`src/rtl/ccp_pkg.sv`:
```
package ccp_pkg;
  localparam logic [1:0] OFS_MAP_DATA = 2'd0;
  localparam logic [1:0] OFS_CFG_IDX  = 2'd1;
  localparam logic [1:0] OFS_MAP_IDX  = 2'd2;
  localparam logic [1:0] OFS_CFG_DATA = 2'd3;
  localparam int IDX_W       = 8;
  localparam int AUTOINC_BIT = 7;
  localparam int NUM_CFG     = 7;
  localparam int CFG_SEL_W   = 3;
  localparam logic [15:0] ALL_ONES = 16'hFFFF;
endpackage

```
`src/rtl/ccp_map_file.sv`:
```
module ccp_map_file
  import ccp_pkg::*;
#(
  parameter int NUM_MAP = 64,
  parameter int MAP_W   = 12
) (
  input  logic                     clk,
  input  logic                     rst_n,
  input  logic                     idx_we,
  input  logic                     data_acc,
  input  logic                     data_we,
  input  logic                     data_word,
  input  logic [15:0]              wdata,
  output logic [IDX_W-1:0]         idx_q,
  output logic [MAP_W-1:0]         sel_entry,
  output logic [NUM_MAP*MAP_W-1:0] map_flat
);
  localparam int SEL_W = $clog2(NUM_MAP);
  localparam int HI_W  = MAP_W - 8;

  logic [IDX_W-1:0]         idx_d;
  logic [NUM_MAP*MAP_W-1:0] ent_q;
  logic [MAP_W-1:0]         wr_val;
  logic [SEL_W-1:0]         sel;

  assign sel = idx_q[SEL_W-1:0];

  // index next state: load, auto-advance, or hold
  always_comb begin
    idx_d = idx_q;
    if (idx_we)
      idx_d = wdata[IDX_W-1:0];
    else if (data_acc && idx_q[AUTOINC_BIT])
      idx_d = idx_q + 8'd1;
  end

  // byte writes force the upper entry bits
  always_comb begin
    if (data_word)
      wr_val = wdata[MAP_W-1:0];
    else
      wr_val = {{HI_W{1'b1}}, wdata[7:0]};
  end

  always_ff @(posedge clk or negedge rst_n) begin
    if (!rst_n)
      idx_q <= '0;
    else
      idx_q <= idx_d;
  end

  always_ff @(posedge clk or negedge rst_n) begin
    if (!rst_n)
      ent_q <= '0;
    else if (data_we)
      ent_q[sel*MAP_W +: MAP_W] <= wr_val;
  end

  assign sel_entry = ent_q[sel*MAP_W +: MAP_W];
  assign map_flat  = ent_q;

  function automatic logic [MAP_W-1:0] ent_at(input logic [SEL_W-1:0] i);
    return ent_q[i*MAP_W +: MAP_W];
  endfunction

  // set bit 7 advances the index after a data access
  assert_autoinc_R2: assert property (@(posedge clk) disable iff (!rst_n)
    (data_acc && idx_q[AUTOINC_BIT]) |=> (idx_q == $past(idx_q) + 8'd1));

  // clear bit 7 leaves the index alone
  assert_no_autoinc_R2: assert property (@(posedge clk) disable iff (!rst_n)
    (data_acc && !idx_q[AUTOINC_BIT] && !idx_we) |=> $stable(idx_q));

  // byte write leaves the upper entry bits at ones
  assert_byte_force_R3: assert property (@(posedge clk) disable iff (!rst_n)
    (data_we && !data_word) |=> ((ent_at($past(sel)) | MAP_W'(8'hFF)) == {MAP_W{1'b1}}));
endmodule

```
`src/rtl/ccp_cfg_file.sv`:
```
module ccp_cfg_file
  import ccp_pkg::*;
#(
  parameter logic [3:0] REVISION      = 4'h8,
  parameter bit         HAS_CFG_INDEX = 1'b1,
  parameter bit         HAS_SLEEP     = 1'b1
) (
  input  logic                 clk,
  input  logic                 rst_n,
  input  logic                 idx_we,
  input  logic                 data_we,
  input  logic [7:0]           wdata,
  input  logic [2:0]           strap_memcfg,
  input  logic                 strap_cr1_bit,
  input  logic                 strap_big_mem,
  output logic [7:0]           idx_q,
  output logic [7:0]           rd_byte,
  output logic [NUM_CFG*8-1:0] cfg_flat
);
  localparam logic [7:0] CR5_MASK = HAS_SLEEP ? 8'hFF : 8'h0F;
  localparam logic [4:0] CR0_RST  = 5'b00100;

  logic [4:0] cr0_q, cr0_d;
  logic [7:0] cr1_q, cr1_d;
  logic [7:0] cr2_q, cr2_d;
  logic [7:0] cr3_q, cr3_d;
  logic [3:0] cr4_q, cr4_d;
  logic [7:0] cr5_q, cr5_d;
  logic [6:0] cr6_q, cr6_d;
  logic [CFG_SEL_W-1:0] rsel;
  logic [7:0] view [NUM_CFG];

  assign rsel = idx_q[CFG_SEL_W-1:0];

  generate
    if (HAS_CFG_INDEX) begin : g_idx
      always_ff @(posedge clk or negedge rst_n) begin
        if (!rst_n)
          idx_q <= '0;
        else if (idx_we)
          idx_q <= wdata;
      end
    end else begin : g_no_idx
      assign idx_q = 8'h00;
    end
  endgenerate

  always_comb begin
    cr0_d = cr0_q;
    cr1_d = cr1_q;
    cr2_d = cr2_q;
    cr3_d = cr3_q;
    cr4_d = cr4_q;
    cr5_d = cr5_q;
    cr6_d = cr6_q;
    if (data_we) begin
      case (rsel)
        3'd0: cr0_d = wdata[4:0];
        3'd1: cr1_d = wdata & 8'hBF;
        3'd2: cr2_d = wdata;
        3'd3: cr3_d = wdata;
        3'd4: cr4_d = wdata[3:0];
        3'd5: cr5_d = wdata & CR5_MASK;
        3'd6: cr6_d = wdata[7:1];
        default: ;
      endcase
    end
  end

  always_ff @(posedge clk or negedge rst_n) begin
    if (!rst_n) begin
      cr0_q <= CR0_RST;
      cr1_q <= '0;
      cr2_q <= '0;
      cr3_q <= '0;
      cr4_q <= '0;
      cr5_q <= '0;
      cr6_q <= '0;
    end else if (data_we) begin
      cr0_q <= cr0_d;
      cr1_q <= cr1_d;
      cr2_q <= cr2_d;
      cr3_q <= cr3_d;
      cr4_q <= cr4_d;
      cr5_q <= cr5_d;
      cr6_q <= cr6_d;
    end
  end

  assign view[0] = {strap_memcfg, cr0_q};
  assign view[1] = {cr1_q[7], strap_cr1_bit, cr1_q[5:0]};
  assign view[2] = cr2_q;
  assign view[3] = cr3_q;
  assign view[4] = {REVISION, cr4_q};
  assign view[5] = cr5_q;

  generate
    if (REVISION == 4'h8) begin : g_cr6
      assign view[6] = {cr6_q, strap_big_mem};
    end else begin : g_no_cr6
      assign view[6] = 8'h00;
    end
    for (genvar g = 0; g < NUM_CFG; g++) begin : g_flat
      assign cfg_flat[g*8 +: 8] = view[g];
    end
  endgenerate

  always_comb begin
    if (int'(rsel) < NUM_CFG)
      rd_byte = view[rsel];
    else
      rd_byte = ALL_ONES[7:0];
  end

  // register 0 writable bits follow the write one cycle later
  assert_cr0_write_R5: assert property (@(posedge clk) disable iff (!rst_n)
    (data_we && rsel == 3'd0) |=> (cfg_flat[4:0] == $past(wdata[4:0])));

  // revision nibble never moves, even right after a register 4 write
  assert_cr4_rev_R6: assert property (@(posedge clk) disable iff (!rst_n)
    (data_we && rsel == 3'd4) |=> (cfg_flat[39:36] == REVISION));
endmodule

```
`src/rtl/chipset_cfg_port.sv`:
```
module chipset_cfg_port
  import ccp_pkg::*;
#(
  parameter int         NUM_MAP       = 64,
  parameter int         MAP_W         = 12,
  parameter logic [3:0] REVISION      = 4'h8,
  parameter bit         HAS_CFG_INDEX = 1'b1,
  parameter bit         HAS_SLEEP     = 1'b1
) (
  input  logic                     clk,
  input  logic                     rst_n,
  input  logic                     bus_sel,
  input  logic                     bus_wr,
  input  logic                     bus_word,
  input  logic [1:0]               bus_addr,
  input  logic [15:0]              bus_wdata,
  output logic [15:0]              bus_rdata,
  input  logic [2:0]               strap_memcfg,
  input  logic                     strap_cr1_bit,
  input  logic                     strap_big_mem,
  output logic [NUM_CFG*8-1:0]     cfg_regs,
  output logic [NUM_MAP*MAP_W-1:0] map_regs,
  output logic                     cfg_changed
);
  localparam int HI_W = 16 - MAP_W;

  logic            any_wr;
  logic            map_acc, map_we, map_idx_we;
  logic            cfg_idx_we, cfg_we;
  logic [7:0]      map_idx, cfg_idx, cfg_rd;
  logic [MAP_W-1:0] entry;
  logic [15:0]     entry_word;
  logic            chg_d, chg_q;

  assign any_wr     = bus_sel && bus_wr;
  assign map_acc    = bus_sel && (bus_addr == OFS_MAP_DATA);
  assign map_we     = any_wr && (bus_addr == OFS_MAP_DATA);
  assign map_idx_we = any_wr && !bus_word && (bus_addr == OFS_MAP_IDX);
  assign cfg_idx_we = any_wr && !bus_word && (bus_addr == OFS_CFG_IDX);
  assign cfg_we     = any_wr && !bus_word && (bus_addr == OFS_CFG_DATA);

  ccp_map_file #(.NUM_MAP(NUM_MAP), .MAP_W(MAP_W)) u_map (
    .clk       (clk),
    .rst_n     (rst_n),
    .idx_we    (map_idx_we),
    .data_acc  (map_acc),
    .data_we   (map_we),
    .data_word (bus_word),
    .wdata     (bus_wdata),
    .idx_q     (map_idx),
    .sel_entry (entry),
    .map_flat  (map_regs)
  );

  ccp_cfg_file #(.REVISION(REVISION), .HAS_CFG_INDEX(HAS_CFG_INDEX),
                 .HAS_SLEEP(HAS_SLEEP)) u_cfg (
    .clk           (clk),
    .rst_n         (rst_n),
    .idx_we        (cfg_idx_we),
    .data_we       (cfg_we),
    .wdata         (bus_wdata[7:0]),
    .strap_memcfg  (strap_memcfg),
    .strap_cr1_bit (strap_cr1_bit),
    .strap_big_mem (strap_big_mem),
    .idx_q         (cfg_idx),
    .rd_byte       (cfg_rd),
    .cfg_flat      (cfg_regs)
  );

  // word view of the selected entry with the read mask from register 4 bit 7
  assign entry_word = {{HI_W{1'b1}}, entry} |
                      (cfg_regs[39] ? 16'hF000 : 16'hFC00);

  always_comb begin
    bus_rdata = ALL_ONES;
    case (bus_addr)
      OFS_MAP_DATA: bus_rdata = bus_word ? entry_word : {8'hFF, entry[7:0]};
      OFS_CFG_IDX:  if (!bus_word && HAS_CFG_INDEX) bus_rdata = {8'hFF, cfg_idx};
      OFS_MAP_IDX:  if (!bus_word) bus_rdata = {8'hFF, map_idx};
      OFS_CFG_DATA: if (!bus_word) bus_rdata = {8'hFF, cfg_rd};
      default: ;
    endcase
  end

  assign chg_d = any_wr;

  always_ff @(posedge clk or negedge rst_n) begin
    if (!rst_n)
      chg_q <= 1'b0;
    else
      chg_q <= chg_d;
  end

  assign cfg_changed = chg_q;

  // a write is followed by the pulse, anything else by no pulse
  assert_pulse_after_write_R11: assert property (@(posedge clk) disable iff (!rst_n)
    (bus_sel && bus_wr) |=> cfg_changed);
  assert_no_pulse_idle_R11: assert property (@(posedge clk) disable iff (!rst_n)
    !(bus_sel && bus_wr) |=> !cfg_changed);
endmodule

```
`config.mk`:
```
export PLATFORM = sky130hd
export DESIGN_NAME = chipset_cfg_port
export DESIGN_NICKNAME = d
export VERILOG_FILES = /design/src/rtl/ccp_pkg.sv /design/src/rtl/ccp_map_file.sv /design/src/rtl/ccp_cfg_file.sv /design/src/rtl/chipset_cfg_port.sv
export SDC_FILE = /design/constraint.sdc
export NUM_CORES = 2
export LEC_CHECK = 0
export BUFFER_PORTS_ARGS = -buffer_cell sky130_fd_sc_hd__buf_2
export CORE_MARGIN = 8
export CORE_UTILIZATION = 28
export CTS_BUF_LIST = sky130_fd_sc_hd__clkbuf_4 sky130_fd_sc_hd__clkbuf_8
export DETAILED_ROUTE_END_ITERATION = 10
export SLEW_MARGIN = 30
export SYNTH_ARGS = -nofsm -noshare
export SYNTH_HDL_FRONTEND = slang
export SYNTH_SLANG_ARGS = --single-unit
```
`constraint.sdc`:
```
create_clock -name clk -period 11.18 [get_ports clk]
set_input_delay 1.118 -clock clk [delete_from_list [all_inputs] [get_ports clk]]
set_output_delay 1.118 -clock clk [all_outputs]
set_load 0.02 [all_outputs]
```
* Yosys cells after proc, flatten, opt, wreduce, memory -nomap -nowiden
Index checks and enable logic that the tools add are counted.
** Word-level totals
- Bits in registers :: 832
- Bits of input ports :: 28
** Cells by class
- Multiplexer cells :: 13
- Order comparisons :: 2
- Shift operators :: 3
- Equal/unequal tests :: 9
- $mul :: 1
- Add/sub/neg operators :: 2
- Bitwise gates (word level) :: 1
- Reductions and logical operators :: 19
** Operators by type and width (number)
- bitwise mux 768 bit :: 1
- variable shift 12 x 34 -> 768 bit, first input constant :: 1
- indexed part select 12 x 34 -> 768 bit :: 1
- indexed part select 768 x 11 -> 12 bit :: 1
- two-way mux 8 bit :: 8
- case mux 16 bit (4 select lines) :: 1
- negator 10 -> 34 bit :: 1
- binary-select mux 8 bit (select 3 bit) :: 1
- two-way mux 12 bit :: 2
- AND reduction 2 bit :: 7
- equality test 3 bit, second input constant :: 3
- adder 8 x 1 -> 8 bit, second input constant :: 1
- logical AND 1 bit :: 8
- multiplier 6 x 2 -> 8 bit, second input constant :: 1
- equality test 3 x 2 -> 1 bit, second input constant :: 2
- equality test 2 bit, second input constant :: 2
- greater-or-equal comparator 4 bit, second input constant :: 1
- NOT 3 -> 4 bit :: 1
- equality test 3 x 1 -> 1 bit, second input constant :: 1
- logical NOT 3 bit :: 1
- less-than comparator 3 bit, second input constant :: 1
- equality test 2 x 1 -> 1 bit, second input constant :: 1
- logical NOT 2 bit :: 1
- nonzero test 2 bit :: 1
- logical NOT 1 bit :: 1

* Longest topological paths before layout
- Word-level depth :: 7
- Gate-level depth with buffers :: 19

* Hierarchy
From an unflattened synthesis, not the netlist that was laid out.
** Second synthesis, totals
- Cells, all modules :: 3235
- Area total of the unflattened synthesis :: 41791.3 um^2
** By module, submodules not included
- ccp_map_file :: instances 1, cells each 2982, sequential area each 19418.6 um^2, area each 38730.9 um^2
- ccp_cfg_file :: instances 1, cells each 193, sequential area each 1377.6 um^2, area each 2613.8 um^2
- chipset_cfg_port :: instances 1, cells each 60, sequential area each 25.0 um^2, area each 446.7 um^2

* Worst setup path after synthesis
OpenSTA, ideal clock, no wires.
- Path type :: register to register
- Start :: register u_map.idx_q[1]
- End :: register u_map.ent_q[640] (netlist: u_map.map_flat[640])
- Cell stages (with the launch flop) :: 19
- Required time :: 11.055 ns
- Data arrival time :: 4.699 ns
- Clock period less this slack :: 4.823 ns
- Library setup time :: 0.125 ns
- Slack :: 6.357 ns
- Path through :: dfrtp_1 clkbuf_1 clkbuf_1 clkbuf_1 inv_1 ha_1 clkbuf_1 nor2_1 o2111ai_1 nand2_1 a21boi_0 ha_1 clkbuf_1 clkinv_1 nand2_1 nor3_4 nand2_1 nor3_2 mux2_2
** Between the ends
- Longest elaborated chain between the ends :: 4
- Elaborated cells between the ends (all ways) :: 5
- Classes of those cells :: add/sub: 1; mul: 1; shift: 2; mux: 1
** RTL lines
- from (decl) :: RTL line ccp_map_file.sv:14 : output logic [IDX_W-1:0] idx_q,
- from (signal assigned) :: RTL line ccp_map_file.sv:49 : idx_q <= idx_d;
- multiplier 6 x 2 -> 8 bit * :: RTL line ccp_map_file.sv:56 : ent_q[sel*MAP_W +: MAP_W] <= wr_val;
- negator 10 -> 34 bit * :: RTL line ccp_map_file.sv:56
- indexed part select 12 x 34 -> 768 bit / variable shift 12 x 34 -> 768 bit (equally long branches) :: RTL line ccp_map_file.sv:56
- bitwise mux 768 bit * :: RTL line ccp_map_file.sv:56
- to (signal, indexed assignment) :: RTL line ccp_map_file.sv:56
- to (decl) :: RTL line ccp_map_file.sv:22 : logic [NUM_MAP*MAP_W-1:0] ent_q;
Mark *: on every way between the ends. The rest lies on a longest branch, timed or not.
A chain may end at the register's enable or synchronous reset.

* Worst setup path after layout
- Start :: register u_map.idx_q[0]
- End :: register u_map.ent_q[608] (netlist: u_map.map_flat[608])
The elaborated chain is that of the path after synthesis.

==> flow_metrics.tcl <==
set metrics [dict create \
    ys_warn_count 0 \
    ctsHoldBuffers 0 \
    syn-cell-area_um2 41200 \
    clk_pin_slew_ns 0.08 \
    dieArea_um2 160000 \
    final_common_cell "buf_2" \
    crit_type "register to register" \
    synth_largest_area_cell "dfrtp_1" \
    cts_buffers 153 \
    power.leakage_uw 0.0257 \
    stdcell_area_um2 51600 \
    grt_pass1_wl_um 330000 \
    clockBufferDepth 3 \
    synth_simple_gate_area_frac 0.0815 \
    syn_avg_cell_area_um2 13.2 \
    grt_most_used_layer "met2" \
    port_buffers 856 \
    ir_worst_vdd_v 0.000276 \
    critPathRequiredTime_ns 11.94 \
    use_met3 0.121 \
    crit_family "simple AND/OR/NAND/NOR gates" \
    yosysSeqAreaShare 0.505 \
    synth_largest_type_area_fraction 0.505 \
    fin_nets 4074 \
    setup_viol 0 \
    crit_buf_inv 3 \
    slew_headroom 0.234 \
    start_util 0.282 \
    final_hold_viol_count 0 \
    crit_fanout 45 \
    critPathMaxStageDelay_ns 0.82 \
    tightest_slew_ns 1.15 \
    routedWlPerCell_um 41.7 \
    synth_ff_type "dfrtp_1" \
    startpoint_type "register" \
    ioPinCount 869 \
    fmax_mhz 142 \
    fin_crit_sh 0.630 \
    die_w_um 400 \
    insertion_delay_ns 0.90 \
    min_period_ns 7.05 \
    die_height_um 400 \
    power.density_nw_per_um2 344 \
    firstDrtPassIters 5 \
    grt_pass1_vias 34140 \
    regArea_um2 20800 \
    placeableCoreArea_um2 146000 \
    cts-root-buf "clkbuf_8" \
    nFillCells 14473 \
    drtAntennaViolNets 0 \
    status "completed" \
    place_congestion 1.02 \
    vias_per_cell 5.77 \
    antenna_found_initial 56 \
    cts_tree "built" \
    dpl-instance-area_um2 48300 \
    multi_input_area_um2 19700 \
    grt_overflow 0 \
    finalSetupTns_ns 0 \
    finClkSkew_ns 0.0523 \
    synth_mux_area_frac 0.323 \
    synth-compound-area-share 0.0578 \
    cp_common_cell "nand2_1" \
    synth-seq-cells 832 \
    r2r_start "u_map.idx_q[0]$_DFFE_PN0P_" \
    h-tree-depth 4 \
    syn2layout_area_growth_pct 25.2 \
    cts_setup_buffers 0 \
    synth_xor_area_frac 0.00422 \
    synth_cells 3123 \
    routed_wl_um 254000 \
    num_vias 35128 \
    drive_above_1_share 0.540 \
    drc_errors 0 \
    grt_max_degree 161 \
    critPathCaptureType "register" \
    worstPathCellList "buf_4, ha_1, inv_1, fa_1, nor4bb_1, nand4_1, nand2_1, a21boi_0, ha_1, clkinv_1, nand2_1, nor3_4, nand2_1, nor2b_1, mux2_2" \
    slowest_stage "nor2b_1" \
    row_count 140 \
    yosysUniqueCellTypes 81 \
    critical_path_arrival_ns 7.81 \
    post_cts_resized 0 \
    final_cell_mix "buf_2 (856), dfrtp_1 (827), mux2_2 (622)" \
    cap_violations 0 \
    synthTopCellsByArea "dfrtp_1 (50%), mux2_2 (17%), mux4_2 (14%)" \
    synth_edf_count 0 \
    slew_viol_final 0 \
    synth_fa_ha_area_frac 0.00322 \
    hold_class "input pin to async pin" \
    globalRouteMet1Util 0.364 \
    initialDrtViolationCount 3867 \
    synthArstFlopShare 1.00 \
    cts_sinks 832 \
    grtUsageMet2 0.481 \
    rsz0062_at_grt "no" \
    crit_path_start "u_map.idx_q[0]$_DFFE_PN0P_" \
    grt_use_total 0.307 \
    synth_top_family_by_area "multiplexers" \
    dpl.hpwl_um 196000 \
]
==> stage by stage <==
stage          utilization  cells  setup WS (ns)  total power [µW]  hold slack (ns)
3_5_place_dp         0.331   5797           4.17             14300            0.490
6_report             0.354   6085           4.13             17800            0.233
3_3_place_gp         0.330   5792           4.20             14200            0.484
4_1_cts              0.353   6058           4.16             17600            0.202
5_1_grt              0.353   6063           3.65             18000            0.257
2_1_floorplan            -   3129           6.36              8290            0.475
==> power breakdown <==
part | total, µW | leakage [µW] | switching (µW) | internal, µW
clock | 3200 | 0.00170 | 1430 | 1770
combinational | 10500 | 0.0124 | 8120 | 2400
sequential | 4060 | 0.0115 | 584 | 3480
total | 17800 | 0.0257 | 10100 | 7650
==> layout make-up <==
class | count | share of cell area
inverter | 15 | 0.00109
clock buffer | 230 | 0.0554
tap | 1917 | 0.0465
timing repair buffer | 977 | 0.103
multi-input combinational | 2057 | 0.382
clock inverter | 31 | 0.00718
antenna | 26 | 0.00126
sequential | 832 | 0.404
==> registers in the layout (all words and copies together), names as in the netlist, 7 cells and up <==
name            flops
u_map.map_flat    768
u_cfg.cr2_q         8
u_cfg.cr3_q         8
u_cfg.cr5_q         8
u_cfg.idx_q         8
u_map.idx_q         8
u_cfg.cr1_q         7
u_cfg.cr6_q         7
==> synth_stat cells (all sizes together), types with 3 or more instances <==
cell type,number
a31oi,7
nor2,164
or2,8
nand4,19
inv,13
a211oi,7
a21boi,3
o211ai,12
a221oi,6
a21oi,33
nor3b,3
a22oi,11
ha,9
and3,21
o32a,4
o21a,5
a21o,3
mux2i,7
xnor2,10
nor2b,6
nor4,10
clkbuf,146
nand2b,8
a22o,5
and2,16
xor2,6
o22ai,17
o21ai,176
o41ai,20
mux4,260
o22a,6
or3,12
buf,79
nand2,325
mux2,655
dfrtp,831
o31ai,30
nor3,50
a32oi,6
nand3,86
o311ai,7
==> logic make-up after synthesis <==
family / count (synthesis)
compound gates: 370
simple gates: 731
xor+xnor: 16
buf+inv: 240
flops: 832
fa+ha+maj: 10
mux: 922
other cells: 2
==> final timing paths <==
| check | to | slack (ns) | cells past startpoint |
|---|---|---|---|
| worst max register to register | u_map.map_flat[608]$_DFFE_PN0P_ | 4.13 | 15 |
| min in group clk | u_cfg.idx_q[6]$_DFFE_PN0P_ | 0.50 | 1 |
| max in group asynchronous | u_map.map_flat[503]$_DFFE_PN0P_ | 8.67 | 3 |
| worst max-delay path | u_map.map_flat[608]$_DFFE_PN0P_ | 4.13 | 15 |
| worst min register to register | u_cfg.idx_q[6]$_DFFE_PN0P_ | 0.50 | 1 |
| worst min-delay path | u_cfg.cr3_q[0]$_DFFE_PN0P_ | 0.23 | 1 |
==> per-layer routing <==
layer / part of all wire / wire (µm)
met1: 0.37 / 93700
met5: 0.00071 / 180
met4: 0.062 / 15600
met2: 0.46 / 116000
met3: 0.11 / 28400
(Power assumes the default switching activity.)
